--- src/rtl/dma_tmo_pkg.sv ---
package dma_tmo_pkg;

  typedef enum logic [1:0] {
    PS_OFF = 2'd0,
    PS_LO  = 2'd1,
    PS_MID = 2'd2,
    PS_HI  = 2'd3
  } ps_sel_e;

  localparam int unsigned TO_SEL_W   = 3;
  localparam int unsigned PS_SEL_W   = 2;
  localparam int unsigned NUM_DIV    = 3;
  // widest limit is 2^(2^TO_SEL_W - 1 + 2) ticks; count reaches limit-1
  localparam int unsigned TICK_CNT_W = (1 << TO_SEL_W) + 1;

  function automatic logic [TICK_CNT_W-1:0] tmo_last(input logic [TO_SEL_W-1:0] sel);
    logic [TICK_CNT_W:0] span;
    span = (TICK_CNT_W+1)'(1) << (int'(sel) + 2);
    return TICK_CNT_W'(span - 1'b1);
  endfunction

endpackage

--- src/rtl/dma_tmo_divider.sv ---
module dma_tmo_divider #(
  parameter int unsigned DIV = 256
) (
  input  logic clk,
  input  logic rst,
  output logic tick_o
);

  localparam int unsigned W = (DIV > 1) ? $clog2(DIV) : 1;

  generate
    if (DIV <= 1) begin : g_pass
      assign tick_o = 1'b1;
    end else begin : g_count
      logic [W-1:0] cnt_q;
      logic         wrap;

      assign wrap   = (cnt_q == W'(DIV - 1));
      assign tick_o = wrap;

      always_ff @(posedge clk) begin
        if (rst)       cnt_q <= '0;
        else if (wrap) cnt_q <= '0;
        else           cnt_q <= cnt_q + 1'b1;
      end

      // a divider tick is never followed by another tick
      a_r3_tick_isolated: assert property (@(posedge clk) disable iff (rst)
        tick_o |=> !tick_o);

      // the phase counter stays inside its period
      a_r3_phase_bound: assert property (@(posedge clk) disable iff (rst)
        cnt_q <= W'(DIV - 1));
    end
  endgenerate

endmodule

--- src/rtl/dma_tmo_channel.sv ---
module dma_tmo_channel
  import dma_tmo_pkg::*;
(
  input  logic                clk,
  input  logic                rst,
  input  logic [NUM_DIV-1:0]  tick_i,
  input  logic                en_i,
  input  logic                req_i,
  input  logic                xfer_i,
  input  logic                wait_en_i,
  input  logic [PS_SEL_W-1:0] ps_sel_i,
  input  logic [TO_SEL_W-1:0] to_sel_i,
  output logic                evt_o
);

  logic                  req_q;
  logic                  armed_q;
  logic                  fired_q;
  logic                  evt_q;
  logic [TICK_CNT_W-1:0] tcnt_q;

  logic                  timer_on;
  logic                  tick_sel;
  logic                  run;
  logic                  at_limit;
  logic                  hit;
  logic [TICK_CNT_W-1:0] last;

  assign timer_on = en_i && (ps_sel_i != PS_OFF);

  always_comb begin
    unique case (ps_sel_e'(ps_sel_i))
      PS_LO:   tick_sel = tick_i[0];
      PS_MID:  tick_sel = tick_i[1];
      PS_HI:   tick_sel = tick_i[2];
      default: tick_sel = 1'b0;
    endcase
  end

  assign run      = timer_on && !req_i && !xfer_i && (!wait_en_i || armed_q);
  assign last     = tmo_last(to_sel_i);
  assign at_limit = (tcnt_q >= last);
  assign hit      = run && tick_sel && !fired_q && at_limit;

  always_ff @(posedge clk) begin
    if (rst) begin
      req_q   <= 1'b0;
      armed_q <= 1'b0;
      fired_q <= 1'b0;
      evt_q   <= 1'b0;
      tcnt_q  <= '0;
    end else begin
      req_q <= req_i;
      evt_q <= hit;

      if (!timer_on)             armed_q <= 1'b0;
      else if (req_q && !req_i)  armed_q <= 1'b1;

      if (!run) begin
        tcnt_q  <= '0;
        fired_q <= 1'b0;
      end else if (tick_sel && !fired_q) begin
        if (at_limit) begin
          fired_q <= 1'b1;
          tcnt_q  <= '0;
        end else begin
          tcnt_q  <= tcnt_q + 1'b1;
        end
      end
    end
  end

  assign evt_o = evt_q;

  // an event lasts exactly one cycle
  a_r7_single_cycle: assert property (@(posedge clk) disable iff (rst)
    evt_o |=> !evt_o);

  // no event after a cycle with the channel disabled
  a_r6_disabled_silent: assert property (@(posedge clk) disable iff (rst)
    !en_i |=> !evt_o);

  // prescale select 0 stops the timer
  a_r2_prescale_off: assert property (@(posedge clk) disable iff (rst)
    (ps_sel_i == PS_OFF) |=> !evt_o);

  // request or transfer activity forbids an event next cycle
  a_r5_activity_clears: assert property (@(posedge clk) disable iff (rst)
    (req_i || xfer_i) |=> !evt_o);

  // an unarmed waiting channel cannot expire
  a_r8_wait_unarmed: assert property (@(posedge clk) disable iff (rst)
    (wait_en_i && !armed_q) |=> !evt_o);

  // once fired, the count is parked at zero while idle persists
  a_r7_parked_after_fire: assert property (@(posedge clk) disable iff (rst)
    fired_q |-> (tcnt_q == '0));

endmodule

--- src/rtl/dma_req_timeout.sv ---
module dma_req_timeout
  import dma_tmo_pkg::*;
#(
  parameter int unsigned NUM_CH  = 8,
  parameter int unsigned DIV_LO  = 256,
  parameter int unsigned DIV_MID = 65536,
  parameter int unsigned DIV_HI  = 16777216
) (
  input  logic                         clk,
  input  logic                         rst,
  input  logic [NUM_CH-1:0]            ch_en_i,
  input  logic [NUM_CH-1:0]            req_i,
  input  logic [NUM_CH-1:0]            xfer_i,
  input  logic [NUM_CH-1:0]            wait_en_i,
  input  logic [PS_SEL_W*NUM_CH-1:0]   ps_sel_i,
  input  logic [TO_SEL_W*NUM_CH-1:0]   to_sel_i,
  output logic [NUM_CH-1:0]            tmo_evt_o
);

  logic [NUM_DIV-1:0] ticks;

  generate
    for (genvar g = 0; g < NUM_DIV; g++) begin : g_div
      localparam int unsigned D = (g == 0) ? DIV_LO : (g == 1) ? DIV_MID : DIV_HI;
      dma_tmo_divider #(.DIV(D)) u_div (
        .clk    (clk),
        .rst    (rst),
        .tick_o (ticks[g])
      );
    end

    for (genvar c = 0; c < NUM_CH; c++) begin : g_ch
      dma_tmo_channel u_ch (
        .clk       (clk),
        .rst       (rst),
        .tick_i    (ticks),
        .en_i      (ch_en_i[c]),
        .req_i     (req_i[c]),
        .xfer_i    (xfer_i[c]),
        .wait_en_i (wait_en_i[c]),
        .ps_sel_i  (ps_sel_i[PS_SEL_W*c +: PS_SEL_W]),
        .to_sel_i  (to_sel_i[TO_SEL_W*c +: TO_SEL_W]),
        .evt_o     (tmo_evt_o[c])
      );
    end
  endgenerate

  // outputs are quiet in the cycle after reset
  a_r1_reset_quiet: assert property (@(posedge clk)
    rst |=> (tmo_evt_o == '0));

endmodule

--- config.mk ---
export PLATFORM = sky130hd
export DESIGN_NAME = dma_req_timeout
export DESIGN_NICKNAME = d
export VERILOG_FILES = /design/src/rtl/dma_tmo_pkg.sv /design/src/rtl/dma_tmo_divider.sv /design/src/rtl/dma_tmo_channel.sv /design/src/rtl/dma_req_timeout.sv
export SDC_FILE = /design/constraint.sdc
export NUM_CORES = 1
export LEC_CHECK = 0
export ABC_AREA = 1
export BUFFER_PORTS_ARGS = -buffer_cell sky130_fd_sc_hd__buf_2
export CORE_ASPECT_RATIO = 1.4
export CORE_UTILIZATION = 64
export CTS_BUF_LIST = sky130_fd_sc_hd__clkbuf_4
export DETAILED_ROUTE_END_ITERATION = 10
export MAX_ROUTING_LAYER = met4
export PLACE_DENSITY = 0.84
export SLEW_MARGIN = 10
export SYNTH_ARGS = -nofsm -noshare
export SYNTH_HDL_FRONTEND = slang
export SYNTH_SLANG_ARGS = --single-unit
--- constraint.sdc ---
create_clock -name clk -period 3.7 [get_ports clk]
set_clock_uncertainty 0.05 [all_clocks]
set_input_delay 0.37 -clock clk [delete_from_list [all_inputs] [get_ports clk]]
set_output_delay 0.37 -clock clk [all_outputs]
set_load 0.03 [all_outputs]
======== Yosys cells after proc, flatten, opt, wreduce, memory -nomap -nowiden ========
Cells that the tools add are included.
word-level totals
  register bits after elaboration ......... 152
  input bits .............................. 74
  output and inout bits ................... 8
  word-level logic and storage cells ...... 292
cells by class
  $add $sub $neg .......................... 27
  $lt $le $gt $ge ......................... 8
  equality and inequality tests ........... 27
  shift operators ......................... 8
  muxes and demuxes ....................... 16
  bitwise operators ....................... 16
  reduce and logical (&&, ||, !) cells .... 147
operator list
  operator                                                             number
  1-bit by 32-bit << shifter with 9-bit output (first input constant)  8
  9-bit by 1-bit adder with 9-bit output (second input constant)       8
  9-bit >= comparator                                                  8
  1-bit logical AND                                                    72
  9-bit two-way mux                                                    8
  9-bit by 1-bit subtractor with 9-bit output (second input constant)  8
  2-bit OR reduction                                                   19
  3-bit by 2-bit adder with 4-bit output (second input constant)       8
  2-bit == test (second input constant)                                16
  1-bit zero test                                                      32
  24-bit by 1-bit adder with 24-bit output (second input constant)     1
  24-bit == test (second input constant)                               1
  1-bit case mux with 3 select lines                                   8
  16-bit by 1-bit adder with 16-bit output (second input constant)     1
  16-bit == test (second input constant)                               1
  2-bit by 1-bit == test with 1-bit output (second input constant)     8
  1-bit inverter                                                       16
  2-bit AND reduction                                                  8
  2-bit nonzero test                                                   8
  8-bit by 1-bit adder with 8-bit output (second input constant)       1
  8-bit == test (second input constant)                                1
  1-bit logical OR                                                     8

======== Depth between registers and ports, before layout ========
Gate-level depths: netlist (run 1).
  depth after elaboration ................. 8
  gate-level depth with buffers ........... 19
  gate-level depth less buffers ........... 19

======== Cells and area by module ========
From an unflattened synthesis (run 1), not the netlist that was laid out.
unflattened totals
  cell total of the unflattened synthesis .. 1656
  area total of the unflattened synthesis .. 11335.9 um^2
modules (own cells, without submodules)
  module                              times used  cells each  area each (um^2)  seq. area each (um^2)
  dma_tmo_channel (g_ch[2].u_ch ...)  5           165         1123.6            260.2
  dma_tmo_channel (g_ch[0].u_ch ...)  3           164         1096.1            260.2
  dma_tmo_divider (g_div[2].u_div)    1           167         1202.4            480.5
  dma_tmo_divider (g_div[1].u_div)    1           117         845.8             320.3
  dma_tmo_divider (g_div[0].u_div)    1           55          381.6             160.2

======== Least setup slack after synthesis (run 1) ========
OpenSTA, ideal clock, no wires.
  path type ............................... input to register
  from .................................... input to_sel_i[17]
  to ...................................... register g_ch[5].u_ch.fired_q
  setup time .............................. 0.114 ns
  arrival ................................. 2.667 ns
  data required time ...................... 3.536 ns
  setup slack ............................. 0.869 ns
  stages on the path ...................... 18
  buffers on the path ..................... 0
  path through ............................ inv_1 -> ha_1 -> inv_1 -> nand2_1 -> inv_1 -> nand3_1 -> ha_1 -> o21ai_0 -> xnor2_1 -> ha_1 -> nand2_1 -> nor2_1 -> nand2_1 -> nand2_1 -> nor2_1 -> nand3_1 -> a21oi_1 -> nor2_1
on the way
  word-level cells in the longest chain between the ends .. 5
ends and longest elaborated chain
  what                                          RTL line               source
  from (decl)                                   dma_req_timeout.sv:16  input logic [TO_SEL_W*NUM_CH-1:0] to_sel_i,
  3-bit by 2-bit adder with 4-bit output        dma_tmo_pkg.sv:18      span = (TICK_CNT_W+1)'(1) << (int'(sel) + 2);
  1-bit by 32-bit << shifter with 9-bit output  dma_tmo_pkg.sv:18
  9-bit by 1-bit subtractor with 9-bit output   dma_tmo_pkg.sv:19      return TICK_CNT_W'(span - 1'b1);
  9-bit >= comparator                           dma_tmo_channel.sv:42  assign at_limit = (tcnt_q >= last);
  2-bit AND reduction (no source line)          --
  to (signal assigned)                          dma_tmo_channel.sv:49  fired_q <= 1'b0;
  to (signal assigned)                          dma_tmo_channel.sv:61  fired_q <= 1'b0;
  to (signal assigned)                          dma_tmo_channel.sv:64  fired_q <= 1'b1;
  to (decl)                                     dma_tmo_channel.sv:18  logic fired_q;
No other way between the ends.
A chain may end at the register's enable or synchronous reset.

======== Worst setup path in the final report (run 1) ========
  from .................................... input to_sel_i[16]
  to ...................................... register g_ch[5].u_ch.tcnt_q[7]
on the way
  word-level cells in the longest chain between the ends .. 5
ends and longest elaborated chain
  what                                          RTL line               source
  3-bit by 2-bit adder with 4-bit output        dma_tmo_pkg.sv:18
  1-bit by 32-bit << shifter with 9-bit output  dma_tmo_pkg.sv:18
  9-bit by 1-bit subtractor with 9-bit output   dma_tmo_pkg.sv:19
  9-bit >= comparator                           dma_tmo_channel.sv:42
  9-bit two-way mux                             dma_tmo_channel.sv:63  if (at_limit) begin
  to (signal assigned)                          dma_tmo_channel.sv:67  tcnt_q <= tcnt_q + 1'b1;
  to (decl)                                     dma_tmo_channel.sv:20  logic [TICK_CNT_W-1:0] tcnt_q;
No other way between the ends.

==> metrics.md, run 1 <==
| Metric | Value |
|---|---|
| Maximum ir drop on the vdd rail | 180 uV |
| Unrepaired setup endpoints after global routing | false |
| Post-CTS sizing | 0 |
| Final-report hold violation count | 0 |
| Total setup violations reported at the end of the flow | 0 |
| Relative area change from synthesis to final layout | 8.16% |
| Global placer's final weighted congestion | 0.920 |
| CTS buffer count | 17 |
| Largest net degree at the start of global routing | 24 |
| Hold slack | 45.3 ps |
| Synthesized netlist cell count | 1,718 |
| Post-layout min period | 2840 ps |
| Total vias in the final route | 10.9k |
| Cell Count Post-Placement | 2,015 |
| Critical path's slowest cell | sky130_fd_sc_hd__nor2_1 |
| 1st-pass router iterations | 5 |
| Total stage count of the critical path | 20 |
| Fill count | 1,581 |
| Initial Utilization | 66.2% |
| Grt total ovfl | 0 |
| Cell area reported after detailed placement | 0.0122 mm2 |
| Routed via count divided by cell count | 5.31 |
| Category of cells accounting for the largest share of critical-path delay | simple AND/OR/NAND/NOR gates |
| Number of global-route vias before repair | 10.4k |
| TritonCTS clock tree | done |
| Status | finished clean |
| Setup TNS Final | 0 ps |
| Number of buffers on the longest clock path | 2 |
| Total track usage | 28.6% |
| Sink Count | 152 |
| Routed WL per cell | 12.0 um |
| Cell Count, Final, Fillers Out | 2,063 |
| Layout cells sized above 1 | 9.97% |
| Nature of the critical path startpoint | input port |
| Number of I/O port buffers | 81 |
| Clock slew at reported path FFs | 130 ps |
| Count of routing violations after the opening detailed-route iteration | 586 |
| Cell depth of the worst flop-to-flop path | 9 |
| Final net count | 2,025 |
| Hold WC Path Type | input port to flop |
| Post-synthesis net count | 1,931 |
| Worst relative slew slack | 45.3% |
| # hold bufs at CTS | 14 |
| Chain of cells forming the critical path | buf_2, inv_1, ha_1, inv_1, nand2_1, inv_1, nand3_1, ha_1, o21ai_0, xnor2_1, ha_1, nand2_1, nor2_1, nand2_1, nand2_1, nor2_1, nand3_1, nor2_1, a21oi_1, nor2_1 |
| Wire length of the first global-routing pass | 42,700 um |
| Crit Path Max Fanout | 9 |
| Post-DP HPWL | 19,200 um |
| Routed wire length | 24,800 um |
| Area enclosed by the die boundary | 0.0187 mm2 |
| Post-CTS Setup Repair Bufs | 0 |
| Maximum operating frequency | 0.352 GHz |
| Num rows | 57 |
| Boundary pin count | 82 |
| Standby leakage power | 5.97 nW |
| Fraction of the cycle the final worst path needs | 76.8% |
| Die H | 161 um |
| Max incr delay on CP | 440 ps |
| Finished layout cell area | 0.0126 mm2 |
| Die span in x | 116 um |
| Avg Inst Size Synth | 6.76 um2 |
| Remaining number of nets flagged by the antenna check after routing | 0 |
| Crit. End Element | flop |
| Slew at the pin with the worst max-slew slack | 814 ps |
| CP Data Required Time | 4180 ps |
| Power per Cell Area | 244 mW/mm2 |
| Buffers plus inverters on the worst setup path | 4 |
| Cell depth of the worst min-delay path | 3 |
| Level count of the clock H-tree | 4 |
| Total of max-cap violations | 0 |
| Antenna violations before repair | 2 |
| Count of unresolved DRC violations after routing | 0 |
| Skew-Pair Late Insertion Delay | 580 ps |
| Placeable Area | 0.0175 mm2 |
| Critical path data arrival time | 3320 ps |
| Warning count from the yosys run | 0 |
| Critical path type | input port to flop |
| Portion of the post-synthesis area used by sequential elements | 26.2% |
| Max-slew violation count | 0 |
| Mapped cell area | 0.0116 mm2 |
| Clock tree root buffer cell | sky130_fd_sc_hd__clkbuf_4 |
| FF+latch count, synth | 152 |
| Distinct cells, synth | 42 |
## tightest hold or removal path, delay by kind of cell
kind / cells / cell delay [ps]
AO/OA/AOI/OAI: 1 / 110
buffers and inverters: 1 / 90
AND/OR/NAND/NOR: 1 / 60
## state kept, by name, indices dropped and copies added, names as in the netlist
name,cells
g_ch.u_ch.evt_o,8
g_ch.u_ch.tcnt_q,72
g_ch.u_ch.req_q,8
g_ch.u_ch.fired_q,8
g_ch.u_ch.armed_q,8
g_div.u_div.g_count.cnt_q,48
## synth_stat cells, drive strengths merged
cell      n  area (um2)
xor2     44         385
nor2    297        1160
buf      22         180
a21oi    70         380
o21a      3        22.5
clkinv    5        20.0
a21o      4        30.0
and2      1        6.26
o21ai    32         160
nand3b    7        65.1
o22ai     3        18.8
nor3b     6        45.0
a211oi    5        37.5
nand3   176        1020
dfxtp   152        3040
ha      139        1740
o211ai    1        7.51
nand2   369        1450
nor4      9        68.8
xnor2    35         307
clkbuf    2        7.51
nor3     28         151
or2       6        37.5
nand4    53         332
inv     249         935
## cell type report
class / count / area, um2 / area share (%)
diodes: 2 / 5.00 / 0.0399
flip-flops and latches: 152 / 3040 / 24.2
inverters: 254 / 955 / 7.60
clock buffers: 18 / 135 / 1.08
clock inverters: 14 / 124 / 0.987
well taps: 236 / 295 / 2.35
multi-input cells: 1288 / 7420 / 59.1
repair buffers: 99 / 576 / 4.58
## cells by family (layout without fill, tap and decap cells)
group,after synthesis,after routing,synth area share [%]
xor gates and xnor gates,79,79,5.96
other,0,2,0
and+or+nand+nor,952,952,37.3
adders and majority gates,139,139,15.0
AOI/OAI and AO/OA,118,118,5.66
buffers and inverters,278,385,9.84
DFF,152,152,26.2
## power breakdown
| group | total [W] | leakage [nW] | internal (W) | switching, W |
|---|---|---|---|---|
| combinational | 0.000431 | 4.60 | 0.000172 | 0.000259 |
| sequential | 0.00166 | 1.23 | 0.00165 | 0.00000860 |
| clock | 0.000974 | 0.140 | 0.000343 | 0.000631 |
## cell usage in the layout, fill, tap and decap left out, types with 4 or more instances in the layout
cell / n
sky130_fd_sc_hd__a211oi_1: 5
sky130_fd_sc_hd__a21o_1: 4
sky130_fd_sc_hd__a21oi_1: 66
sky130_fd_sc_hd__buf_2: 81
sky130_fd_sc_hd__buf_4: 4
sky130_fd_sc_hd__clkbuf_4: 18
sky130_fd_sc_hd__clkinv_1: 7
sky130_fd_sc_hd__clkinv_4: 5
sky130_fd_sc_hd__dfxtp_1: 152
sky130_fd_sc_hd__dlygate4sd3_1: 14
sky130_fd_sc_hd__ha_1: 139
sky130_fd_sc_hd__inv_1: 242
sky130_fd_sc_hd__inv_2: 7
sky130_fd_sc_hd__nand2_1: 356
sky130_fd_sc_hd__nand2_2: 7
sky130_fd_sc_hd__nand2_4: 6
sky130_fd_sc_hd__nand3_1: 156
sky130_fd_sc_hd__nand3_2: 15
sky130_fd_sc_hd__nand3_4: 5
sky130_fd_sc_hd__nand3b_1: 6
sky130_fd_sc_hd__nand4_1: 53
sky130_fd_sc_hd__nor2_1: 284
sky130_fd_sc_hd__nor2_2: 10
sky130_fd_sc_hd__nor3_1: 27
sky130_fd_sc_hd__nor3b_1: 6
sky130_fd_sc_hd__nor4_1: 7
sky130_fd_sc_hd__o21ai_0: 31
sky130_fd_sc_hd__or2_2: 6
sky130_fd_sc_hd__xnor2_1: 35
sky130_fd_sc_hd__xor2_1: 44
## final timing paths
path	startpoint	to	slack [ps]
min reg2reg	g_div[1].u_div.g_count.cnt_q[0]$_SDFF_PP0_	g_div[1].u_div.g_count.cnt_q[0]$_SDFF_PP0_	410
max	to_sel_i[16]	g_ch[5].u_ch.tcnt_q[7]$_SDFFE_PP0P_	860
max reg2reg	g_div[2].u_div.g_count.cnt_q[0]$_SDFF_PP0_	g_div[2].u_div.g_count.cnt_q[21]$_SDFF_PP0_	1340
min	ch_en_i[0]	g_ch[0].u_ch.armed_q$_SDFFE_PP0P_	50
## routing by layer
layer	up-vias	GRT usage (%)	part of all wire, %
li1	5691	-	-
met5	-	-	0
met3	66	4.88	3.8
met2	233	51.5	51
met4	0	12.0	3.2
met1	4955	30.2	42
## stage by stage
| step | setup WS (ps) | util (%) | total power, W |
|---|---|---|---|
| 2_1_floorplan | 869 | - | 0.00198 |
| 3_3_place_gp | 423 | 69.3 | 0.00210 |
| 3_5_place_dp | 314 | 69.3 | 0.00211 |
| 4_1_cts | 903 | 71.5 | 0.00310 |
| 5_1_grt | 577 | 71.6 | 0.00324 |
| 6_report | 859 | 71.6 | 0.00307 |
No activity file was read; power rests on OpenSTA's default activity.
==> inputs of run 2 (changes only) <==
--- a/config.mk
+++ b/config.mk
@@ -8,11 +8,11 @@
 export ABC_AREA = 1
 export BUFFER_PORTS_ARGS = -buffer_cell sky130_fd_sc_hd__buf_2
 export CORE_ASPECT_RATIO = 1.4
-export CORE_UTILIZATION = 64
+export CORE_UTILIZATION = 57
 export CTS_BUF_LIST = sky130_fd_sc_hd__clkbuf_4
 export DETAILED_ROUTE_END_ITERATION = 10
 export MAX_ROUTING_LAYER = met4
-export PLACE_DENSITY = 0.84
+export PLACE_DENSITY = 0.79
 export SLEW_MARGIN = 10
 export SYNTH_ARGS = -nofsm -noshare
 export SYNTH_HDL_FRONTEND = slang
==> constraint.sdc (replaced) <==
create_clock -name clk -period 2.45 [get_ports clk]
set_clock_uncertainty 0.05 [all_clocks]
set_input_delay 0.245 -clock clk [delete_from_list [all_inputs] [get_ports clk]]
set_output_delay 0.245 -clock clk [all_outputs]
set_load 0.03 [all_outputs]
==> metrics.md, run 2 (synthesized netlist as in run 1, its figures left out) <==
| Metric | Value |
|---|---|
| Total vias in the final route | 11.3k |
| Die H | 171 um |
| Routed wire length | 26,200 um |
| Power per Cell Area | 364 mW/mm2 |
| Area enclosed by the die boundary | 0.0209 mm2 |
| Critical path type | input port to flop |
| Initial Utilization | 58.3% |
| Biggest register | g_ch.u_ch.tcnt_q |
| Layout cells sized above 1 | 15.6% |
| CP Data Required Time | 2890 ps |
| Total track usage | 26.5% |
| Sink Count | 152 |
| Largest net degree at the start of global routing | 24 |
| Die span in x | 123 um |
| CTS buffer count | 17 |
| Post-layout min period | 2220 ps |
| Max reg flops | 72 |
| Finished layout cell area | 0.0136 mm2 |
| Total setup violations reported at the end of the flow | 0 |
| Skew-Pair Late Insertion Delay | 570 ps |
| Cell Count, Final, Fillers Out | 2,183 |
| Cell area reported after detailed placement | 0.0129 mm2 |
| Slew at the pin with the worst max-slew slack | 574 ps |
| Clock tree root buffer cell | sky130_fd_sc_hd__clkbuf_4 |
| Unrepaired setup endpoints after global routing | false |
| Antenna violations before repair | 3 |
| Relative area change from synthesis to final layout | 16.8% |
| Boundary pin count | 82 |
| Global placer's final weighted congestion | 0.921 |
| Sequential cell area | 0.00304 mm2 |
| Maximum operating frequency | 0.451 GHz |
| Hold WC Path Type | input port to flop |
| Number of buffers on the longest clock path | 2 |
| Post-DP HPWL | 20,400 um |
| Worst relative slew slack | 61.5% |
| Largest registers in the final layout | g_ch.u_ch.tcnt_q: 72 flops, g_div.u_div.g_count.cnt_q: 48 flops |
| Combined area of the multi-input logic cells | 0.00755 mm2 |
| Fraction of the cycle the final worst path needs | 90.5% |
| Max-slew violation count | 0 |
| Cell Count Post-Placement | 2,116 |
| Routed via count divided by cell count | 5.19 |
| TritonCTS clock tree | done |
| Count of routing violations after the opening detailed-route iteration | 712 |
| Standby leakage power | 6.49 nW |
| Placeable Area | 0.0199 mm2 |
| Routed WL per cell | 12.0 um |
| Crit Path Max Fanout | 7 |
| Commonest non-fill, non-tap cell in the layout | sky130_fd_sc_hd__nand2_1 |
| Total of max-cap violations | 0 |
| Remaining number of nets flagged by the antenna check after routing | 0 |
| Grt total ovfl | 0 |
| Critical path data arrival time | 2650 ps |
| Clock slew at reported path FFs | 130 ps |
| Fill count | 1,736 |
| Nature of the critical path startpoint | input port |
| Number of global-route vias before repair | 10.8k |
| Status | finished clean |
| Crit. End Element | flop |
| Final-report hold violation count | 0 |
| Number of I/O port buffers | 81 |
| Wire length of the first global-routing pass | 44,000 um |
| Count of unresolved DRC violations after routing | 0 |
| 1st-pass router iterations | 7 |
| Commonest cells after routing, fill and taps aside | sky130_fd_sc_hd__nand2_1, sky130_fd_sc_hd__nor2_1, sky130_fd_sc_hd__inv_1 |
| Final net count | 2,128 |
| Level count of the clock H-tree | 4 |
| Maximum ir drop on the vdd rail | 283 uV |
| Num rows | 61 |
-- run 2: changes by cell type in the layout (fill, tap and decap cells not counted), moves of 5 or more --
cell,change
sky130_fd_sc_hd__buf_4,+85
sky130_fd_sc_hd__dlygate4sd3_1,+18
sky130_fd_sc_hd__o21ai_0,-9
sky130_fd_sc_hd__nor2_1,-8
sky130_fd_sc_hd__nor2_2,+6
sky130_fd_sc_hd__o21ai_1,+6
sky130_fd_sc_hd__a21oi_1,-5
sky130_fd_sc_hd__a21oi_2,+5
sky130_fd_sc_hd__ha_1,-5
sky130_fd_sc_hd__inv_1,-5
-- run 2: power breakdown --
part,switching [W],internal [W]
Sequential,0.0000126,0.00250
Combinational,0.000434,0.000368
Clock,0.000994,0.000630
Total,0.00144,0.00349
-- run 2: timing repair --
item	CTS	global route
hold buffers	32	0
endpoints found under the hold margin	31	0
endpoints found under the setup margin	0	1
buffers inserted	0	0
resized for setup	0	1
-- run 2: metrics by stage --
stage / util [%] / setup TNS, ps / total power (W) / hold slack, ps / worst slack [ps]
CTS: 68.0 / 0 / 0.00497 / 18.4 / 280
floorplan: - / 0 / 0.00302 / 320 / 6.12
detailed placement: 64.9 / -20680 / 0.00332 / 389 / -332
finish: 68.1 / 0 / 0.00493 / 50.2 / 232
global route: 68.1 / 0 / 0.00519 / 31.0 / 22.8
global placement: 64.9 / -14310 / 0.00330 / 379 / -228
-- run 2: worst max-delay path, stage by stage --
cell and delay, ps:
sky130_fd_sc_hd__buf_2 100, sky130_fd_sc_hd__inv_1 50, sky130_fd_sc_hd__ha_1 310, sky130_fd_sc_hd__nor2_2 130, sky130_fd_sc_hd__nand3_1 90, sky130_fd_sc_hd__ha_1 230, sky130_fd_sc_hd__o21ai_1 180, sky130_fd_sc_hd__xnor2_1 100
sky130_fd_sc_hd__ha_1 290, sky130_fd_sc_hd__nand2_1 70, sky130_fd_sc_hd__nor2_1 190, sky130_fd_sc_hd__nand2_1 90, sky130_fd_sc_hd__nand2_1 80, sky130_fd_sc_hd__a21oi_2 50, sky130_fd_sc_hd__nand2_2 140, sky130_fd_sc_hd__nand3_2 130
sky130_fd_sc_hd__nor2_1 190
-- run 2: area by class of cell --
| class | count | share of cell area (%) |
|---|---|---|
| inverter | 254 | 7.07 |
| timing repair buffer | 202 | 10.3 |
| tap | 252 | 2.33 |
| clock buffer | 17 | 0.941 |
| antenna | 3 | 0.0554 |
| multi-input combinational | 1288 | 55.7 |
| sequential | 152 | 22.4 |
| clock inverter | 15 | 1.22 |
-- run 2: path summary, 6_finish.rpt --
check | start | endpoint | slack (ps) | depth (start not counted)
setup / recovery | to_sel_i[4] | g_ch[1].u_ch.evt_o$_SDFF_PP0_ | 230 | 17
hold / removal | wait_en_i[7] | g_ch[7].u_ch.fired_q$_SDFFE_PP0P_ | 50 | 4
setup reg to reg | g_div[2].u_div.g_count.cnt_q[0]$_SDFF_PP0_ | g_ch[6].u_ch.tcnt_q[8]$_SDFFE_PP0P_ | 320 | 12
hold reg to reg | g_div[1].u_div.g_count.cnt_q[0]$_SDFF_PP0_ | g_div[1].u_div.g_count.cnt_q[0]$_SDFF_PP0_ | 410 | 1
-- run 2: per-layer routing --
metal / up-vias / share of wire, % / wire length [um] / global-route usage [%]
met4: 0 / 2.9 / 767 / 11.2
met5: - / 0 / 0 / -
met1: 5147 / 41 / 10700 / 27.1
met2: 232 / 53 / 13800 / 49.4
met3: 57 / 3.5 / 927 / 3.67
li1: 5901 / - / - / -
==> inputs of run 3 (changes only) <==
--- a/config.mk
+++ b/config.mk
@@ -12,7 +12,7 @@
 export CTS_BUF_LIST = sky130_fd_sc_hd__clkbuf_4
 export DETAILED_ROUTE_END_ITERATION = 10
 export MAX_ROUTING_LAYER = met4
-export PLACE_DENSITY = 0.79
+export PLACE_DENSITY_LB_ADDON = 0.08
 export SLEW_MARGIN = 10
 export SYNTH_ARGS = -nofsm -noshare
 export SYNTH_HDL_FRONTEND = slang
==> metrics.md, run 3 (synthesized netlist as in run 1, its figures left out) <==
| Metric | Value |
|---|---|
| Chain of cells forming the critical path | buf_2, inv_1, ha_1, inv_1, nand2_1, inv_1, nand3_1, ha_2, o21ai_2, xnor2_1, ha_1, nand2_1, nor2_2, nand4_1, nand3_2, nand3_2, nand3_1, nor2_2 |
| Post-placement setup slack | -352 ps |
| Part of the total power dissipated in sequential elements | 50.5% |
| Commonest cells after routing, fill and taps aside | sky130_fd_sc_hd__nand2_1, sky130_fd_sc_hd__nor2_1, sky130_fd_sc_hd__inv_1 |
| Routed wire length | 26,000 um |
| Post-DP HPWL | 20,300 um |
| Sum of routed wire segments on met1 | 11,300 um |
| Worst Hold End | g_ch[2].u_ch.fired_q$_SDFFE_PP0P_ |
| Total power after layout | 0.00496 W |
| Initial Utilization | 58.3% |
| Die H | 171 um |
| Level count of the clock H-tree | 4 |
| Layout cells sized above 1 | 16.0% |
| Die span in x | 123 um |
| Clock slew at reported path FFs | 120 ps |
| Total setup violations reported at the end of the flow | 0 |
| Remaining number of nets flagged by the antenna check after routing | 0 |
| Max Used Layer | met4 |
| Crit. End Element | flop |
| Commonest non-fill, non-tap cell in the layout | sky130_fd_sc_hd__nand2_1 |
| Hold slack | 29.1 ps |
| Relative area change from synthesis to final layout | 17.1% |
| 1st-pass router iterations | 5 |
| Post-layout min period | 2200 ps |
| Number of global-route vias before repair | 10.7k |
| Critical path data arrival time | 2650 ps |
| Cell depth of the worst min-delay path | 4 |
| Cell Count Post-Placement | 2,123 |
| Buffers plus inverters on the worst setup path | 4 |
| Final worst-path setup slack | 255 ps |
| Maximum operating frequency | 0.456 GHz |
| Number of buffers on the longest clock path | 2 |
| Antenna violations before repair | 4 |
| Most repeated library cell on the critical path | sky130_fd_sc_hd__inv_1 |
| Total track usage | 26.7% |
| Grt total ovfl | 0 |
| Count of routing violations after the opening detailed-route iteration | 507 |
| Fraction of the cycle the final worst path needs | 89.6% |
| Largest net degree at the start of global routing | 24 |
| Amount of wire on met3 after detailed routing | 897 um |
| Switching power as a share of total power | 27.6% |
| Cell depth of the worst flop-to-flop path | 12 |
| Standby leakage power | 6.51 nW |
| Post-CTS Setup Repair Bufs | 0 |
| End of the worst register-to-register path | g_ch[7].u_ch.tcnt_q[2]$_SDFFE_PP0P_ |
| Metal2 WL | 13,000 um |
| Critical path type | input port to flop |
| Comb pwr share | 16.3% |
| Sink Count | 152 |
| Worst relative slew slack | 62.3% |
| Reg-to-reg setup timing slack | 310 ps |
| TritonCTS clock tree | done |
| Net load switching power | 0.00137 W |
| Global placer's final weighted congestion | 0.883 |
| Max-slew violation count | 0 |
| Total vias in the final route | 11.2k |
| Wire length of the first global-routing pass | 44,400 um |
| Critical path's slowest cell | sky130_fd_sc_hd__ha_1 |
| Power per Cell Area | 365 mW/mm2 |
| Nature of the critical path startpoint | input port |
| Largest registers in the final layout | g_ch.u_ch.tcnt_q: 72 flops, g_div.u_div.g_count.cnt_q: 48 flops |
| Status | finished clean |
| Skew-Pair Late Insertion Delay | 590 ps |
| Post-CTS sizing | 0 |
| Clock tree root buffer cell | sky130_fd_sc_hd__clkbuf_4 |
| Routed WL per cell | 11.9 um |
| CTS buffer count | 17 |
| Slew at the pin with the worst max-slew slack | 561 ps |
| Maximum ir drop on the vdd rail | 341 uV |
| Design internal power | 0.00359 W |
| Cell Count, Final, Fillers Out | 2,189 |
| Routed via count divided by cell count | 5.11 |
| Max incr delay on CP | 300 ps |
| Max reg flops | 72 |
| Number of I/O port buffers | 81 |
| Num rows | 61 |
| Final-report hold violation count | 0 |
| Boundary pin count | 82 |
| Crit Path Max Fanout | 5 |
| CP Data Required Time | 2900 ps |
| Reg-to-reg startpoint | g_div[2].u_div.g_count.cnt_q[0]$_SDFF_PP0_ |
| Hold path startpoint | wait_en_i[2] |
| Unrepaired setup endpoints after global routing | false |
| Category of cells accounting for the largest share of critical-path delay | simple AND/OR/NAND/NOR gates |
| Final net count | 2,133 |
| Hold WC Path Type | input port to flop |
| Biggest register | g_ch.u_ch.tcnt_q |
| Area enclosed by the die boundary | 0.0209 mm2 |
| Placeable Area | 0.0199 mm2 |
| Fraction of power consumed by the clock network | 33.2% |
| Count of unresolved DRC violations after routing | 0 |
| Total of max-cap violations | 0 |
[run 3: changes by cell type in the layout (fill, tap and decap cells not counted), sizes merged]
cell and change:
dlygate4sd3 -3, buf +7, bufinv +1, clkbuf +2
inv -6, nor2 +1, diode +1, clkinvlp +3
[run 3: how the worst max path moves through the flow]
stage	endpoint	depth (start not counted)	startpoint
finish	g_ch[7].u_ch.tcnt_q[5]$_SDFFE_PP0P_	18	to_sel_i[22]
global route	g_ch[5].u_ch.tcnt_q[7]$_SDFFE_PP0P_	20	to_sel_i[16]
CTS	g_ch[5].u_ch.tcnt_q[7]$_SDFFE_PP0P_	18	to_sel_i[16]
detailed placement	g_ch[7].u_ch.tcnt_q[5]$_SDFFE_PP0P_	18	to_sel_i[22]
global placement	g_ch[7].u_ch.tcnt_q[5]$_SDFFE_PP0P_	18	to_sel_i[22]
floorplan	g_ch[6].u_ch.tcnt_q[0]$_SDFFE_PP0P_	17	to_sel_i[20]
[run 3: area by class of cell]
cell class	instances	area [um2]
multi-input combinational	1289	7550
fill	1813	6330
inverter	254	958
tap	252	315
sequential	152	3040
clock inverter	13	154
antenna	4	10.0
timing repair buffer	206	1420
clock buffer	19	143
[run 3: per-stage QoR]
| stage | cell area [um2] | util (%) | TNS, ps |
|---|---|---|---|
| after floorplan | 11700 | - | 0 |
| after global placement | 13000 | 65.2 | -16950 |
| after detailed placement | 13000 | 65.2 | -20740 |
| after CTS | 13600 | 68.1 | 0 |
| after global routing | 13600 | 68.2 | 0 |
| final | 13600 | 68.2 | 0 |
[run 3: tightest hold or removal path, cell delays in order]
cell	delay, ps
sky130_fd_sc_hd__buf_2	70
sky130_fd_sc_hd__a211oi_1	60
sky130_fd_sc_hd__nand3_1	140
sky130_fd_sc_hd__o22ai_1	100
[run 3: what timing repair did]
item	CTS	global route
endpoints found under the hold margin	43	0
setup endpoints to repair	0	5
hold buffers	29	0
[run 3: layer usage]
metal,GRT usage (%),vias up
met4,11.1,0
met5,-,-
li1,-,5899
met2,47.8,187
met3,4.30,51
met1,28.9,5047
[run 3: power by group through the flow]
| stage | clock, W | sequential [W] | combinational, W |
|---|---|---|---|
| floorplan | 0 | 0.00256 | 0.000461 |
| global placement | 0 | 0.00256 | 0.000752 |
| detailed placement | 0 | 0.00256 | 0.000771 |
| CTS | 0.00168 | 0.00251 | 0.000810 |
| global route | 0.00178 | 0.00251 | 0.000918 |
| finish | 0.00165 | 0.00251 | 0.000806 |
